===== src/rtl/i2c_slv_pkg.sv =====
`timescale 1ns/1ps
package i2c_slv_pkg;

   localparam int NFLAG = 4;

   localparam logic [1:0] REG_CTRL = 2'd0;
   localparam logic [1:0] REG_STAT = 2'd1;
   localparam logic [1:0] REG_DATA = 2'd2;
   localparam logic [1:0] REG_OWN  = 2'd3;

   localparam int CTRL_GO     = 0;
   localparam int CTRL_EN_LSB = 4;

   localparam int FLG_ADDR = 0;
   localparam int FLG_TXE  = 1;
   localparam int FLG_RXF  = 2;
   localparam int FLG_STOP = 3;
   localparam int ST_BUSY  = 4;
   localparam int ST_RNW   = 5;
   localparam int ST_NACK  = 6;

   typedef enum logic [3:0] {
      E_IDLE,
      E_ADDR,
      E_ADDR_END,
      E_ADDR_ACK,
      E_RX_HOLD,
      E_RX_BITS,
      E_RX_END,
      E_RX_ACK,
      E_TX_HOLD,
      E_TX_BITS,
      E_TX_ACK
   } eng_st_t;

endpackage


===== src/rtl/i2c_slv_sync.sv =====
`timescale 1ns/1ps
module i2c_slv_sync #(
   parameter int STAGES = 2
) (
   input  logic clk,
   input  logic rst_n,
   input  logic scl_i,
   input  logic sda_i,
   output logic sda_s,
   output logic scl_rise,
   output logic scl_fall,
   output logic start_ev,
   output logic stop_ev
);

   if (STAGES < 2) begin : g_bad_stages
      $error("i2c_slv_sync: STAGES must be at least 2");
   end

   logic [STAGES-1:0] scl_chain;
   logic [STAGES-1:0] sda_chain;
   logic              scl_p;
   logic              sda_p;
   logic              scl_s;

   always_ff @(posedge clk or negedge rst_n) begin
      if (!rst_n) begin
         scl_chain <= '1;
         sda_chain <= '1;
         scl_p     <= 1'b1;
         sda_p     <= 1'b1;
      end else begin
         scl_chain <= {scl_chain[STAGES-2:0], scl_i};
         sda_chain <= {sda_chain[STAGES-2:0], sda_i};
         scl_p     <= scl_chain[STAGES-1];
         sda_p     <= sda_chain[STAGES-1];
      end
   end

   assign scl_s    = scl_chain[STAGES-1];
   assign sda_s    = sda_chain[STAGES-1];
   assign scl_rise = scl_s & ~scl_p;
   assign scl_fall = ~scl_s & scl_p;
   assign start_ev = scl_s & scl_p & sda_p & ~sda_s;
   assign stop_ev  = scl_s & scl_p & ~sda_p & sda_s;

endmodule


===== src/rtl/i2c_slv_engine.sv =====
`timescale 1ns/1ps
module i2c_slv_engine
   import i2c_slv_pkg::*;
#(
   parameter int DATA_W = 8,
   parameter int ADDR_W = 7
) (
   input  logic              clk,
   input  logic              rst_n,
   input  logic              sda_s,
   input  logic              scl_rise,
   input  logic              scl_fall,
   input  logic              start_ev,
   input  logic              stop_ev,
   input  logic [ADDR_W-1:0] own_addr,
   input  logic              go_req,
   input  logic [DATA_W-1:0] tx_byte,
   output logic              scl_pull,
   output logic              sda_pull,
   output logic              go_take,
   output logic              ev_addr,
   output logic              ev_txe,
   output logic              ev_rxf,
   output logic              ev_stop,
   output logic [DATA_W-1:0] rx_byte,
   output logic              busy,
   output logic              rnw,
   output logic              nack
);

   localparam int CNT_W = $clog2(DATA_W);
   localparam logic [CNT_W-1:0] LAST_BIT = CNT_W'(DATA_W - 1);

   if (ADDR_W != DATA_W - 1) begin : g_bad_width
      $error("i2c_slv_engine: ADDR_W must be DATA_W-1");
   end

   eng_st_t           st;
   logic [DATA_W-1:0] sh;
   logic [CNT_W-1:0]  cnt;
   logic              busy_q;
   logic              rnw_q;
   logic              nack_q;

   always_ff @(posedge clk or negedge rst_n) begin
      if (!rst_n) begin
         st      <= E_IDLE;
         sh      <= '0;
         cnt     <= '0;
         busy_q  <= 1'b0;
         rnw_q   <= 1'b0;
         nack_q  <= 1'b0;
         go_take <= 1'b0;
         ev_addr <= 1'b0;
         ev_txe  <= 1'b0;
         ev_rxf  <= 1'b0;
         ev_stop <= 1'b0;
      end else begin
         go_take <= 1'b0;
         ev_addr <= 1'b0;
         ev_txe  <= 1'b0;
         ev_rxf  <= 1'b0;
         ev_stop <= 1'b0;
         if (stop_ev) begin
            ev_stop <= busy_q;
            busy_q  <= 1'b0;
            st      <= E_IDLE;
         end else if (start_ev) begin
            st  <= E_ADDR;
            cnt <= '0;
         end else begin
            case (st)
               E_ADDR: if (scl_rise) begin
                  sh <= {sh[DATA_W-2:0], sda_s};
                  if (cnt == LAST_BIT) st <= E_ADDR_END;
                  else                 cnt <= cnt + 1'b1;
               end
               E_ADDR_END: if (scl_fall) begin
                  if (sh[DATA_W-1:1] == own_addr) begin
                     st      <= E_ADDR_ACK;
                     busy_q  <= 1'b1;
                     rnw_q   <= sh[0];
                     nack_q  <= 1'b0;
                     ev_addr <= 1'b1;
                  end else begin
                     st <= E_IDLE;
                  end
               end
               E_ADDR_ACK: if (scl_fall) st <= rnw_q ? E_TX_HOLD : E_RX_HOLD;
               E_RX_HOLD: if (go_req) begin
                  st      <= E_RX_BITS;
                  cnt     <= '0;
                  go_take <= 1'b1;
               end
               E_RX_BITS: if (scl_rise) begin
                  sh <= {sh[DATA_W-2:0], sda_s};
                  if (cnt == LAST_BIT) st <= E_RX_END;
                  else                 cnt <= cnt + 1'b1;
               end
               E_RX_END: if (scl_fall) begin
                  ev_rxf <= 1'b1;
                  st     <= E_RX_ACK;
               end
               E_RX_ACK: if (scl_fall) st <= E_RX_HOLD;
               E_TX_HOLD: if (go_req) begin
                  sh      <= tx_byte;
                  cnt     <= '0;
                  st      <= E_TX_BITS;
                  go_take <= 1'b1;
               end
               E_TX_BITS: if (scl_fall) begin
                  if (cnt == LAST_BIT) begin
                     st <= E_TX_ACK;
                  end else begin
                     sh  <= {sh[DATA_W-2:0], 1'b0};
                     cnt <= cnt + 1'b1;
                  end
               end
               E_TX_ACK: begin
                  if (scl_rise) begin
                     nack_q <= sda_s;
                     ev_txe <= 1'b1;
                  end
                  if (scl_fall) st <= nack_q ? E_IDLE : E_TX_HOLD;
               end
               default: st <= E_IDLE;
            endcase
         end
      end
   end

   always_comb begin
      case (st)
         E_ADDR_ACK, E_RX_ACK: sda_pull = 1'b1;
         E_TX_BITS:            sda_pull = ~sh[DATA_W-1];
         default:              sda_pull = 1'b0;
      endcase
   end

   assign scl_pull = (st == E_RX_HOLD) || (st == E_TX_HOLD);
   assign rx_byte  = sh;
   assign busy     = busy_q;
   assign rnw      = rnw_q;
   assign nack     = nack_q;

endmodule


===== src/rtl/i2c_slv_regs.sv =====
`timescale 1ns/1ps
module i2c_slv_regs
   import i2c_slv_pkg::*;
#(
   parameter int              DATA_W     = 8,
   parameter int              ADDR_W     = 7,
   parameter logic [ADDR_W-1:0] RESET_ADDR = '0
) (
   input  logic              clk,
   input  logic              rst_n,
   input  logic [1:0]        reg_addr,
   input  logic              reg_we,
   input  logic [DATA_W-1:0] reg_wdata,
   output logic [DATA_W-1:0] reg_rdata,
   input  logic [NFLAG-1:0]  ev_flags,
   input  logic              busy,
   input  logic              rnw,
   input  logic              nack,
   input  logic [DATA_W-1:0] rx_byte,
   input  logic              go_take,
   output logic              go_req,
   output logic [DATA_W-1:0] buf_byte,
   output logic [ADDR_W-1:0] own_addr,
   output logic [NFLAG-1:0]  flag_q,
   output logic              irq
);

   if (DATA_W < CTRL_EN_LSB + NFLAG) begin : g_bad_data_w
      $error("i2c_slv_regs: DATA_W too narrow for the control layout");
   end

   logic [NFLAG-1:0] en_q;
   logic             wr_ctrl;
   logic             wr_stat;
   logic             wr_data;
   logic             wr_own;

   assign wr_ctrl = reg_we && (reg_addr == REG_CTRL);
   assign wr_stat = reg_we && (reg_addr == REG_STAT);
   assign wr_data = reg_we && (reg_addr == REG_DATA);
   assign wr_own  = reg_we && (reg_addr == REG_OWN);

   for (genvar g = 0; g < NFLAG; g++) begin : g_flag
      logic f;
      always_ff @(posedge clk or negedge rst_n) begin
         if (!rst_n)                        f <= 1'b0;
         else if (ev_flags[g])              f <= 1'b1;
         else if (wr_stat && reg_wdata[g])  f <= 1'b0;
      end
      assign flag_q[g] = f;
   end

   always_ff @(posedge clk or negedge rst_n) begin
      if (!rst_n) begin
         go_req   <= 1'b0;
         en_q     <= '0;
         buf_byte <= '0;
         own_addr <= RESET_ADDR;
      end else begin
         if (wr_ctrl) begin
            go_req <= reg_wdata[CTRL_GO];
            en_q   <= reg_wdata[CTRL_EN_LSB +: NFLAG];
         end else if (go_take) begin
            go_req <= 1'b0;
         end
         if (ev_flags[FLG_RXF]) buf_byte <= rx_byte;
         else if (wr_data)      buf_byte <= reg_wdata;
         if (wr_own) own_addr <= reg_wdata[ADDR_W-1:0];
      end
   end

   always_comb begin
      reg_rdata = '0;
      case (reg_addr)
         REG_CTRL: begin
            reg_rdata[CTRL_GO]                = go_req;
            reg_rdata[CTRL_EN_LSB +: NFLAG]   = en_q;
         end
         REG_STAT: begin
            reg_rdata[NFLAG-1:0] = flag_q;
            reg_rdata[ST_BUSY]   = busy;
            reg_rdata[ST_RNW]    = rnw;
            reg_rdata[ST_NACK]   = nack;
         end
         REG_DATA: reg_rdata = buf_byte;
         default:  reg_rdata[ADDR_W-1:0] = own_addr;
      endcase
   end

   assign irq = |(flag_q & en_q);

endmodule


===== src/rtl/i2c_slave_ctl.sv =====
`timescale 1ns/1ps
module i2c_slave_ctl
   import i2c_slv_pkg::*;
#(
   parameter int                DATA_W      = 8,
   parameter int                ADDR_W      = 7,
   parameter int                SYNC_STAGES = 2,
   parameter logic [ADDR_W-1:0] RESET_ADDR  = 7'h50
) (
   input  logic              clk,
   input  logic              rst_n,
   input  logic [1:0]        reg_addr,
   input  logic              reg_we,
   input  logic [DATA_W-1:0] reg_wdata,
   output logic [DATA_W-1:0] reg_rdata,
   output logic              irq,
   input  logic              scl_i,
   input  logic              sda_i,
   output logic              scl_oe,
   output logic              sda_oe
);

   logic              sda_s;
   logic              scl_rise;
   logic              scl_fall;
   logic              start_ev;
   logic              stop_ev;
   logic              ev_addr;
   logic              ev_txe;
   logic              ev_rxf;
   logic              ev_stop;
   logic              eng_busy;
   logic              eng_rnw;
   logic              eng_nack;
   logic              xfer_req;
   logic              xfer_take;
   logic [DATA_W-1:0] rx_byte;
   logic [DATA_W-1:0] buf_byte;
   logic [ADDR_W-1:0] own_addr;
   logic [NFLAG-1:0]  flag_q;
   logic [NFLAG-1:0]  ev_flags;

   i2c_slv_sync #(.STAGES(SYNC_STAGES)) u_sync (
      .clk      (clk),
      .rst_n    (rst_n),
      .scl_i    (scl_i),
      .sda_i    (sda_i),
      .sda_s    (sda_s),
      .scl_rise (scl_rise),
      .scl_fall (scl_fall),
      .start_ev (start_ev),
      .stop_ev  (stop_ev)
   );

   i2c_slv_engine #(.DATA_W(DATA_W), .ADDR_W(ADDR_W)) u_eng (
      .clk      (clk),
      .rst_n    (rst_n),
      .sda_s    (sda_s),
      .scl_rise (scl_rise),
      .scl_fall (scl_fall),
      .start_ev (start_ev),
      .stop_ev  (stop_ev),
      .own_addr (own_addr),
      .go_req   (xfer_req),
      .tx_byte  (buf_byte),
      .scl_pull (scl_oe),
      .sda_pull (sda_oe),
      .go_take  (xfer_take),
      .ev_addr  (ev_addr),
      .ev_txe   (ev_txe),
      .ev_rxf   (ev_rxf),
      .ev_stop  (ev_stop),
      .rx_byte  (rx_byte),
      .busy     (eng_busy),
      .rnw      (eng_rnw),
      .nack     (eng_nack)
   );

   always_comb begin
      ev_flags           = '0;
      ev_flags[FLG_ADDR] = ev_addr;
      ev_flags[FLG_TXE]  = ev_txe;
      ev_flags[FLG_RXF]  = ev_rxf;
      ev_flags[FLG_STOP] = ev_stop;
   end

   i2c_slv_regs #(.DATA_W(DATA_W), .ADDR_W(ADDR_W), .RESET_ADDR(RESET_ADDR)) u_regs (
      .clk       (clk),
      .rst_n     (rst_n),
      .reg_addr  (reg_addr),
      .reg_we    (reg_we),
      .reg_wdata (reg_wdata),
      .reg_rdata (reg_rdata),
      .ev_flags  (ev_flags),
      .busy      (eng_busy),
      .rnw       (eng_rnw),
      .nack      (eng_nack),
      .rx_byte   (rx_byte),
      .go_take   (xfer_take),
      .go_req    (xfer_req),
      .buf_byte  (buf_byte),
      .own_addr  (own_addr),
      .flag_q    (flag_q),
      .irq       (irq)
   );

endmodule


===== config.mk =====
export PLATFORM = sky130hd
export DESIGN_NAME = i2c_slave_ctl
export DESIGN_NICKNAME = d
export VERILOG_FILES = /design/src/rtl/i2c_slv_pkg.sv /design/src/rtl/i2c_slv_sync.sv /design/src/rtl/i2c_slv_engine.sv /design/src/rtl/i2c_slv_regs.sv /design/src/rtl/i2c_slave_ctl.sv
export SDC_FILE = /design/constraint.sdc
export NUM_CORES = 1
export LEC_CHECK = 0
export BUFFER_PORTS_ARGS = -buffer_cell sky130_fd_sc_hd__buf_2
export CORE_MARGIN = 10
export CORE_UTILIZATION = 55
export DETAILED_ROUTE_END_ITERATION = 10
export GPL_ROUTABILITY_DRIVEN = 0
export PLACE_DENSITY = 0.75
export SLEW_MARGIN = 0
export SYNTH_ARGS = -nofsm -noshare
export SYNTH_HDL_FRONTEND = slang
export SYNTH_SLANG_ARGS = --single-unit

===== constraint.sdc =====
create_clock -name clk -period 2.3 [get_ports clk]
set_input_delay 0.345 -clock clk [delete_from_list [all_inputs] [get_ports clk]]
set_output_delay 0.345 -clock clk [all_outputs]
set_load 0.03 [all_outputs]

# After elaboration in Yosys (flattened, before gate mapping)
# Cells that the tools add are included.
[totals]
ff_bits = 53
inputBits = 15
out_inout_bits = 11
wordCells = 184
[op_classes]
add_sub_neg = 1
n_eq_ne = 39
muxes = 74
n_bitwise = 15
n_reduce_logical = 32
[op_table]
columns = ["op", "count"]
rows = [
  ["$mux 4", 17],
  ["$mux 8", 6],
  ["$pmux 4 s10", 1],
  ["$mux 1", 36],
  ["$ne 4x4->1 const B", 8],
  ["$pmux 3 s3", 3],
  ["$pmux 8 s3", 1],
  ["$ne 4x3->1 const B", 5],
  ["$reduce_bool 2->1", 10],
  ["$eq 4x3->1 const B", 4],
  ["$mux 3", 5],
  ["$reduce_and 13->1", 1],
  ["$eq 4x4->1 const B", 3],
  ["$reduce_and 5->1", 2],
  ["$eq 4x2->1 const B", 2],
  ["$logic_and 1x1->1", 8],
  ["$ne 2x1->1 const B", 4],
  ["$ne 2x2->1 const B", 4],
  ["$and 1x1->1", 7],
  ["$eq 7x7->1", 1],
  ["$not 1->1", 7],
  ["$reduce_and 7->1", 1],
  ["$ne 3x1->1 const B", 2],
  ["$pmux 1 s2", 3],
  ["other kinds (17)", 20],
]

# Longest topological paths before layout
# Gate-level depths: netlist of run 1.
[depth]
depth_word = 6
depth_mapped = 8
mapped_depth_nobuf = 7

# By module
# A second synthesis of run 1 with hierarchy kept.
[unflattened]
hier_cells = 257
area_unflattened_um2 = 2877.8
[modules_own_cells]
columns = ["module", "instances", "cells_per_inst", "area_each_um2", "seq_area_each_um2"]
rows = [
  ["i2c_slv_engine", 1, 140, 1412.6, 575.6],
  ["i2c_slv_regs", 1, 107, 1275.0, 603.1],
  ["i2c_slv_sync", 1, 10, 190.2, 157.7],
]

# Least setup slack after synthesis of run 1
# OpenSTA, ideal clock, no wires.
[synth_timing]
path_type = "register -> register"
from = "register u_eng.cnt[0]"
to = "register u_eng.cnt[0]"
setup_time_ps = 127
t_arrival_ps = 1681
required_time_ps = 2173
slack_ps = 491
stages_incl_launch_ff = 8
n_path_buf = 0
period_less_slack_ps = 1809
path_cell_list = "dfrtp_1 ha_1 ha_1 a221oi_1 o21ai_0 a221oi_1 a21oi_1 mux2_1"
[synth_via]
elab_chain_len = 5
word_cells_on_any_way = 7
classes_between = "add/sub: 1; eq/ne: 1; mux: 5"
[synth_lines]
columns = ["element", "line", "text"]
rows = [
  ["start: declaration", "i2c_slv_engine.sv:40", "logic [CNT_W-1:0] cnt;"],
  ["start signal: assignment", "i2c_slv_engine.sv:76", "else cnt <= cnt + 1'b1;"],
  ["start signal: assignment", "i2c_slv_engine.sv:98", "else cnt <= cnt + 1'b1;"],
  ["start signal: assignment", "i2c_slv_engine.sv:116", "cnt <= cnt + 1'b1;"],
  ["$add 3x1->3 or $eq 3x3->1 (tied branches)", "--", ""],
  ["$mux 3 *", "i2c_slv_engine.sv:75, i2c_slv_engine.sv:97, i2c_slv_engine.sv:112", ""],
  ["$mux 3, on equally long branches", "i2c_slv_engine.sv:111, i2c_slv_engine.sv:73", ""],
  ["$pmux 3 s3 *", "i2c_slv_engine.sv:72", "case (st)"],
  ["$mux 3 *", "i2c_slv_engine.sv:68", "end else if (start_ev) begin"],
]
# Mark *: on every way between the ends. The rest lies on a longest branch, timed or not. The select of a mux whose other input is x is not followed.
# A chain may end at the register's enable or synchronous reset.

# Worst setup path in the final report of run 1
[layout_timing]
from = "register u_eng.st[3]"
to = "output port scl_oe"
[layout_via]
elab_chain_len = 2
word_cells_on_any_way = 3
classes_between = "eq/ne: 2; reduce/logical: 1"
[layout_lines]
columns = ["element", "line", "text"]
rows = [
  ["start: declaration", "i2c_slv_engine.sv:38", "eng_st_t st;"],
  ["start signal: assignment", "i2c_slv_engine.sv:89", "E_ADDR_ACK: if (scl_fall) st <= rnw_q ? E_TX_HOLD : E_RX_HOLD;"],
  ["start signal: assignment", "i2c_slv_engine.sv:124", "if (scl_fall) st <= nack_q ? E_IDLE : E_TX_HOLD;"],
  ["$eq 4x3->1 or $eq 4x4->1 (tied branches)", "i2c_slv_engine.sv:140", "assign scl_pull = (st == E_RX_HOLD) || (st == E_TX_HOLD);"],
  ["$logic_or 1x1->1 *", "i2c_slv_engine.sv:140", ""],
  ["end: declaration", "i2c_slave_ctl.sv:19", "output logic scl_oe,"],
]
# Mark *: on every way between the ends. The rest lies on a longest branch, timed or not.

==> flow_metrics.py, run 1 <==
metrics = {
    "worst_setup_path": {
        "path_cells": "nand2b_1 > a21oi_2 > buf_2",
        "critPathLaunch": "u_eng.st[3]",
        "reg2reg_depth": 4,
        "cp-end-kind": "output port",
        "worstPathMaxFanout": 14,
        "critPathKind": "reg -> out",
        "timing.rr.start": "u_eng.st[1]",
        "start_kind": "register",
        "max_stage_delay_ps": 660,
        "path_buf_inv": 1,
        "crit_cells": 3,
        "r2r-end": "u_eng.rnw",
        "reg2reg_slack_ps": 180,
        "slowest_stage": "dfrtp_1",
        "arrival_ps": 1840,
        "cp-endpoint": "scl_oe",
        "critPathTopFamily": "flip-flops",
        "cp.required_ps": 1960,
    },
    "flow_run": {
        "drv_cap": 0,
    },
    "yosys": {
        "synthArstFlopShare_pct": 100,
        "syn_area_per_cell_um2": 10.8,
        "synth.most_common_cell": "dfrtp_1",
        "netlist_instances": 260,
        "netlist_area_mm2": 0.00281,
        "synthDistinctLibCells": 55,
        "synth_nets": 277,
        "synth_seq_cells": 53,
        "synth_area_leaders": "dfrtp_1 (40%), dfstp_2 (7.5%), mux2_2 (6.0%), mux2i_1 (5.7%), nand2_1 (4.3%)",
        "yosys-top-cells-count": "dfrtp_1 (45), nand2_1 (32), mux2i_1 (16)",
        "synth_ff_type": "dfrtp_1",
        "yosysSeqAreaShare_pct": 47.5,
        "synth_edf_count": 0,
        "synth_top_area_share_pct": 40.0,
        "synth_top_cell_by_area": "dfrtp_1",
        "yosys_warnings": 0,
    },
    "global_routing": {
        "grt_usage_pct": 15.4,
        "grt_overflow_total": 0,
        "grt_pass1_vias": 2081,
        "antenna_found_initial": 0,
        "grt_max_degree": 30,
        "grt_first_pass_wirelength_mm": 10.7,
    },
    "floorplanning": {
        "die_h_um": 91.5,
        "io_pins": 26,
        "design.core.area_mm2": 0.00485,
        "die_w_um": 91.5,
        "die_area_mm2": 0.00837,
        "row_count": 25,
        "start_util_pct": 58.0,
    },
    "clocking": {
        "cts_root_buffer": "clkbuf_8",
        "post_cts_buffers": 0,
        "clkLatencyLatePin_ps": 310,
        "cts_tree": "yes",
        "clockBufferDepth": 2,
        "cts.hold.buffers_added": 0,
        "htree_levels": 2,
        "clock-sinks": 53,
        "cts_resized": 0,
        "clkSlewWorstSetupHoldPaths_ps": 110,
        "numCtsBuffers": 5,
    },
    "pwr": {
        "ir_worst_vdd_mv": 0.558,
        "p_comb_share_pct": 34.0,
        "seqPwrFrac_pct": 46.8,
        "switchingPower_mw": 1.14,
        "pwr-share-clk_pct": 19.1,
        "p_sw_share_pct": 38.2,
        "p_per_area_mw_per_mm2": 964,
        "p_int_mw": 1.84,
        "p_leak_nw": 1.36,
    },
    "drt": {
        "drt_iter0_drc": 180,
        "drt_wl_total_mm": 6.49,
        "wl_per_cell_um": 18.5,
        "viasPerCell": 5.91,
        "drc": 0,
        "ant_nets": 0,
        "vias": 2073,
        "firstDrtPassIters": 4,
    },
    "finish": {
        "final_core_util_pct": 63.8,
        "final_area_mm2": 0.00309,
        "final_cells": 351,
        "area_growth_pct": 9.92,
        "diodes": 0,
        "nNetsFinal": 300,
        "fillers": 398,
        "drive_gt1_share_pct": 25.4,
    },
    "timing": {
        "fmax_mhz": 457,
        "rsz0062_at_grt": "no",
        "final.min_clock_period_ps": 2190,
        "setup_viol": 0,
        "finalCritPeriodShare_pct": 95.1,
        "finClkSkew_ps": 15.3,
        "maxSlewViolCount": 0,
        "maxSlewHeadroom_pct": 32.3,
        "hold_violations": 0,
        "tns_ps": 0,
        "setup_ws_ps": 112,
        "tightest_slew_ps": 1010,
    },
    "run_status": {
        "status": "finished, final reports clean",
    },
    "min_path": {
        "min_path_type": "in -> async",
    },
    "placed_design": {
        "hpwl_mm": 4.74,
        "place_area_mm2": 0.00299,
        "io_buffers": 25,
        "place_inst": 343,
        "dp_slack_ps": 254,
    },
}
-- stage by stage --
stage,power [mW],hold slack (ps)
final,2.98,17.3
after detailed placement,2.42,348
after floorplan,2.15,49.4
after CTS,2.98,42.7
after global placement,2.38,346
after global routing,3.15,33.3
-- power groups by stage --
stage / logic (mW) / registers, mW / clock network, mW
floorplan: 0.876 / 1.27 / 0
global placement: 0.987 / 1.40 / 0
detailed placement: 1.01 / 1.40 / 0
CTS: 1.02 / 1.39 / 0.571
global route: 1.12 / 1.42 / 0.612
finish: 1.01 / 1.40 / 0.570
-- per-layer routing --
layer | vias up | track usage (%) | share of wire (%)
li1 | 991 | - | -
met1 | 1018 | 21.3 | 48
met5 | - | 0 | 0
met3 | 5 | 3.79 | 5.0
met4 | 0 | 3.52 | 0.69
met2 | 59 | 23.8 | 46
-- layout by cell type, fill, tap and decap left out, drive strengths merged, types with 4 or more instances in the layout --
cell type  instances
nor2b              6
a211oi             4
dfrtp             45
mux4               4
nor2              14
o21ai             23
inv                5
a22o               6
a21o               5
xor2               7
dfstp              8
nand2             32
mux2              16
clkbuf             6
a21oi             11
buf               29
nand3              4
mux2i             16
-- worst reg2reg max path: stages, from the launching register on --
cell	delay, ps
dfrtp_1	660
nor4b_2	510
nand4_1	270
nor2_1	230
mux2_2	350
-- final cells by class --
cell class / count / area, um2 / share of cell area, %
multi-input combinational: 190 / 1390 / 44.9
timing repair buffer: 29 / 168 / 5.42
inverter: 4 / 15.0 / 0.486
sequential: 53 / 1340 / 43.2
clock inverter: 2 / 17.5 / 0.567
tap: 67 / 83.8 / 2.71
clock buffer: 6 / 82.6 / 2.67
-- how the worst min path moves through the flow --
stage	end	slack, ps	cells after the start
floorplan	u_eng.busy	50	0
global placement	u_sync.scl_chain[1]	350	0
detailed placement	u_sync.sda_chain[1]	350	0
CTS	u_eng.rx_byte[5]	40	1
global route	u_eng.rx_byte[5]	30	1
finish	u_eng.rx_byte[5]	20	1
-- registers in the layout, summed over array words and instances, names as in the netlist, 2 cells and up --
signal	count
u_eng.cnt	3
u_regs.buf_byte	8
u_regs.en_q	4
u_sync.scl_chain	2
u_regs.own_addr	7
u_regs.g_flag.f	4
u_eng.st	4
u_sync.sda_chain	2
u_eng.rx_byte	8
-- kinds of logic after synthesis --
family	share of synthesized area, %
AO/OA/AOI/OAI	16.4
XOR/XNOR	2.49
adder cells (fa/ha/maj)	0.890
buffers and inverters	3.11
flip-flops	47.5
multiplexers	15.3
AND/OR/NAND/NOR	14.3
No activity file was read; power rests on OpenSTA's default activity.
==> inputs of run 2 (changes only) <==
--- a/config.mk
+++ b/config.mk
@@ -7,10 +7,11 @@
 export LEC_CHECK = 0
 export BUFFER_PORTS_ARGS = -buffer_cell sky130_fd_sc_hd__buf_2
 export CORE_MARGIN = 10
-export CORE_UTILIZATION = 55
+export CORE_UTILIZATION = 59
 export DETAILED_ROUTE_END_ITERATION = 10
 export GPL_ROUTABILITY_DRIVEN = 0
-export PLACE_DENSITY = 0.75
+export PLACE_DENSITY = 0.79
+export RECOVER_POWER = 100
 export SLEW_MARGIN = 0
 export SYNTH_ARGS = -nofsm -noshare
 export SYNTH_HDL_FRONTEND = slang
==> run 2 against run 1 <==
Global-route usage rose by 2.2 points. Sequential share of layout area rose by 0.69 points. Non-clock buffer count rose by 2. Wire length barely moved. Critical path depth rose by 1. Die area fell by 5.3%. Worst setup slack got worse by 7.1 ps. Clock power rose by 3.7%. Utilization rose by 1.5 points. Clock skew fell by 7.2 ps.
==> flow_metrics.py, run 2 (same netlist as run 1, synthesis figures left out) <==
metrics = {
    "flow_run": {
        "drv_cap": 0,
    },
    "worst_setup_path": {
        "slowest_stage": "nor2_1",
        "cp-endpoint": "u_eng.rx_byte[7]",
        "path_buf_inv": 0,
        "critPathKind": "reg -> reg",
        "start_kind": "register",
        "critPathTopFamily": "simple AND/OR/NAND/NOR gates",
        "max_stage_delay_ps": 750,
        "worstPathMaxFanout": 17,
        "timing.rr.start": "u_eng.st[1]",
        "reg2reg_depth": 4,
        "arrival_ps": 2390,
        "cp-end-kind": "register",
        "path_cells": "or2_0 > nor2_1 > mux2i_1 > o21ai_1",
        "critPathLaunch": "u_eng.st[1]",
        "r2r-end": "u_eng.rx_byte[7]",
        "cp.required_ps": 2490,
        "crit_cells": 4,
        "reg2reg_slack_ps": 110,
    },
    "drt": {
        "drt_wl_total_mm": 6.48,
        "vias": 2120,
        "wl_per_cell_um": 19.1,
        "viasPerCell": 6.24,
        "drt_iter0_drc": 207,
        "ant_nets": 0,
        "drc": 0,
        "firstDrtPassIters": 4,
    },
    "clocking": {
        "numCtsBuffers": 5,
        "htree_levels": 2,
        "clock-sinks": 53,
        "cts_root_buffer": "clkbuf_8",
        "clkSlewWorstSetupHoldPaths_ps": 90,
        "cts_tree": "yes",
        "clockBufferDepth": 2,
        "cts_resized": 0,
        "clkLatencyLatePin_ps": 320,
    },
    "global_routing": {
        "grt_overflow_total": 0,
        "antenna_found_initial": 0,
        "grt_pass1_vias": 2031,
        "grt_first_pass_wirelength_mm": 10.7,
        "grt_usage_pct": 17.6,
        "grt_max_degree": 22,
    },
    "floorplanning": {
        "die_w_um": 89.0,
        "die_h_um": 89.0,
        "die_area_mm2": 0.00793,
        "start_util_pct": 60.3,
        "design.core.area_mm2": 0.00466,
        "io_pins": 26,
        "row_count": 25,
    },
    "timing": {
        "setup_viol": 0,
        "hold_violations": 0,
        "final.min_clock_period_ps": 2190,
        "rsz0062_at_grt": "no",
        "maxSlewHeadroom_pct": 21.6,
        "setup_ws_ps": 105,
        "tightest_slew_ps": 1170,
        "finClkSkew_ps": 8.08,
        "finalCritPeriodShare_pct": 95.4,
        "fmax_mhz": 456,
        "maxSlewViolCount": 0,
        "tns_ps": 0,
    },
    "finish": {
        "final_area_mm2": 0.00304,
        "final_common_cell": "dfrtp_1",
        "area_growth_pct": 8.19,
        "mostFrequentLayoutCells": "dfrtp_1 (45), nand2_1 (32), mux2i_1 (16)",
        "drive_gt1_share_pct": 19.2,
        "diodes": 0,
        "nNetsFinal": 302,
    },
    "pwr": {
        "switchingPower_mw": 1.12,
        "ir_worst_vdd_mv": 0.585,
        "p_sw_share_pct": 37.8,
        "p_per_area_mw_per_mm2": 971,
        "p_int_mw": 1.84,
        "p_comb_share_pct": 32.5,
        "pwr-share-clk_pct": 20.0,
        "p_leak_nw": 1.31,
        "seqPwrFrac_pct": 47.5,
    },
    "min_path": {
        "min_path_type": "in -> reg",
        "hp-start": "scl_i",
    },
    "placed_design": {
        "io_buffers": 25,
        "place_area_mm2": 0.00297,
        "dp_slack_ps": 227,
        "hpwl_mm": 4.78,
    },
    "run_status": {
        "status": "finished, final reports clean",
    },
}
-- run 2: worst min-delay path by stage --
stage                               end  slack (ps)  depth (start not counted)
floorplan                    u_eng.busy          50                          0
global placement       u_eng.rx_byte[2]         300                          1
detailed placement     u_eng.rx_byte[2]         310                          1
CTS                 u_sync.scl_chain[0]         110                          1
global route        u_sync.scl_chain[0]         100                          1
finish              u_sync.scl_chain[0]         120                          1
-- run 2: power by group through the flow --
| stage | registers (mW) | logic, mW | clock network (mW) |
|---|---|---|---|
| CTS | 1.39 | 1.00 | 0.603 |
| detailed placement | 1.41 | 1.00 | 0 |
| global route | 1.44 | 1.07 | 0.645 |
| floorplan | 1.27 | 0.876 | 0 |
| global placement | 1.40 | 0.971 | 0 |
| finish | 1.40 | 0.961 | 0.591 |
-- run 2: area by class of cell --
cell class	count	area, um2
Timing Repair Buffer	31	148
Multi-Input combinational cell	190	1370
Tap cell	54	67.6
Clock inverter	1	8.76
Clock buffer	7	96.3
Sequential cell	53	1340
Fill cell	380	1620
Inverter	4	15.0
-- run 2: metal layers --
layer | global-route usage (%) | wire length, um | up-vias
met1 | 25.0 | 2940 | 1030
met4 | 5.92 | 94 | 0
met3 | 4.19 | 489 | 10
met5 | 0 | 0 | -
met2 | 25.9 | 2960 | 79
li1 | - | - | 1001
-- run 2: timing repair --
action / CTS / global route
hold buffers: 1 / 0
endpoints found under the hold margin: 16 / 0
setup buffers: 0 / 0
-- run 2: per-stage QoR --
stage / hold slack, ps / power [mW] / instances / util (%)
global placement: 301 / 2.37 / 331 / 63.7
global route: 104 / 3.15 / 340 / 65.3
CTS: 115 / 3.00 / 340 / 66.2
floorplan: 49.4 / 2.15 / 260 / -
finish: 123 / 2.96 / 340 / 65.3
detailed placement: 308 / 2.41 / 331 / 63.7
==> inputs of run 3 (changes only) <==
==> constraint.sdc (replaced) <==
create_clock -name clk -period 2.5 [get_ports clk]
set_input_delay 0.375 -clock clk [delete_from_list [all_inputs] [get_ports clk]]
set_output_delay 0.375 -clock clk [all_outputs]
set_load 0.03 [all_outputs]
==> run 3 against run 2 <==
Register-to-register slack improved by 210 ps. Wire length barely moved. Worst setup slack improved by 120 ps. Utilization fell by 0.51 points. Power fell by 9.8%. Clock power fell by 15%. Final area fell by 0.78%. Non-clock buffer count fell by 2. Die area did not move. Final cell count fell by 0.59%. Via count barely moved. Highest routed layer unchanged. Critical path depth fell by 1.
==> flow_metrics.py, run 3 (same netlist as run 1, synthesis figures left out) <==
metrics = {
    "timing": {
        "finalCritPeriodShare_pct": 90.9,
        "maxSlewHeadroom_pct": 25.8,
        "maxSlewViolCount": 0,
        "setup_viol": 0,
        "tns_ps": 0,
        "holdWs_ps": 164,
        "hold_violations": 0,
        "finClkSkew_ps": 10.5,
        "rsz0062_at_grt": "no",
        "tightest_slew_ps": 1110,
        "final.min_clock_period_ps": 2270,
        "fmax_mhz": 440,
    },
    "clocking": {
        "clkSlewWorstSetupHoldPaths_ps": 90,
        "clkLatencyLatePin_ps": 310,
        "numCtsBuffers": 5,
        "htree_levels": 2,
        "clockBufferDepth": 2,
        "post_cts_buffers": 0,
        "cts_root_buffer": "clkbuf_8",
        "cts_tree": "yes",
        "clock-sinks": 53,
    },
    "pwr": {
        "p_per_area_mw_per_mm2": 883,
        "p_leak_nw": 1.30,
        "ir_worst_vdd_mv": 0.454,
    },
    "worst_setup_path": {
        "path_cells": "nand2b_1 > a21oi_1 > buf_2",
        "max_stage_delay_ps": 630,
        "arrival_ps": 1900,
        "start_kind": "register",
        "cp-end-kind": "output port",
        "critPathKind": "reg -> out",
        "slowest_stage": "dfrtp_1",
        "critPathLaunch": "u_eng.st[3]",
        "cp.required_ps": 2120,
        "worstPathMaxFanout": 14,
        "path_buf_inv": 1,
        "critPathTopFamily": "flip-flops",
        "timing.rr.start": "u_eng.st[1]",
    },
    "global_routing": {
        "grt_max_degree": 21,
        "antenna_found_initial": 0,
        "grt_usage_pct": 17.6,
        "grt_first_pass_wirelength_mm": 10.8,
        "grt_pass1_vias": 2166,
        "grt_overflow_total": 0,
    },
    "finish": {
        "final_core_util_pct": 64.8,
        "final_common_cell": "dfrtp_1",
        "nNetsFinal": 300,
        "drive_gt1_share_pct": 18.3,
        "diodes": 0,
        "area_growth_pct": 7.34,
        "final_cells": 338,
        "mostFrequentLayoutCells": "dfrtp_1 (45), nand2_1 (32), o21ai_0 (20)",
    },
    "drt": {
        "vias": 2118,
        "firstDrtPassIters": 4,
        "viasPerCell": 6.27,
        "drt_wl_total_mm": 6.49,
        "drc": 0,
        "ant_nets": 0,
        "drt_iter0_drc": 315,
        "wl_per_cell_um": 19.2,
    },
    "min_path": {
        "min_path_type": "in -> reg",
        "hp-start": "scl_i",
    },
    "placed_design": {
        "place_inst": 329,
        "hpwl_mm": 4.75,
        "io_buffers": 25,
    },
    "floorplanning": {
        "design.core.area_mm2": 0.00466,
        "io_pins": 26,
        "die_h_um": 89.0,
        "die_w_um": 89.0,
        "die_area_mm2": 0.00793,
        "row_count": 25,
        "start_util_pct": 60.3,
    },
    "flow_run": {
        "drv_cap": 0,
    },
    "run_status": {
        "status": "finished, final reports clean",
    },
}
## run 3: path summary, 6_finish.rpt
kind | endpoint | slack, ps | cells past startpoint
worst max-delay path | scl_oe | 230 | 3
worst min-delay path | u_sync.scl_chain[0] | 160 | 1
worst max register to register | u_eng.rnw | 320 | 4
worst min register to register | u_sync.scl_chain[1] | 360 | 0
max in group asynchronous | u_regs.buf_byte[1] | 360 | 3
min in group asynchronous | u_regs.own_addr[1] | 710 | 2
## run 3: timing repair
| item | 4_1_cts | 5_1_grt |
|---|---|---|
| gates resized for setup | 0 | 0 |
| hold endpoints to repair | 14 | 0 |
| hold buffers | 1 | 0 |
## run 3: power by group
part | leakage, nW | switching, mW | internal (mW)
combinational | 0.581 | 0.482 | 0.387
clock | 0.0512 | 0.279 | 0.225
sequential | 0.667 | 0.252 | 1.04
## run 3: worst reg2reg max path, stage by stage (launching register included)
cell	delay, ps
dfrtp_1	630
nor4b_2	530
nand4_1	300
nor2_1	240
mux2_2	360
## run 3: layer usage
layer,track usage [%],vias to the layer above,share of wire [%]
met5,0,-,0
met4,4.62,0,1.6
met3,4.56,12,6.6
met2,27.1,79,46
met1,23.9,1037,46
li1,-,990,-
## run 3: layout make-up
class / count / area [um2]
multi-input cells: 190 / 1370
inverters: 4 / 15.0
fillers: 376 / 1640
repair buffers: 29 / 134
clock inverters: 2 / 13.8
well taps: 54 / 67.6
flip-flops and latches: 53 / 1340
clock buffers: 6 / 82.6
## run 3: metrics by stage
step,area (um2),total power [mW],setup slack (ps)
CTS,3060,2.71,351
global route,3020,2.84,109
floorplan,2810,1.98,691
global placement,2960,2.17,457
detailed placement,2960,2.20,381
finish,3020,2.66,229
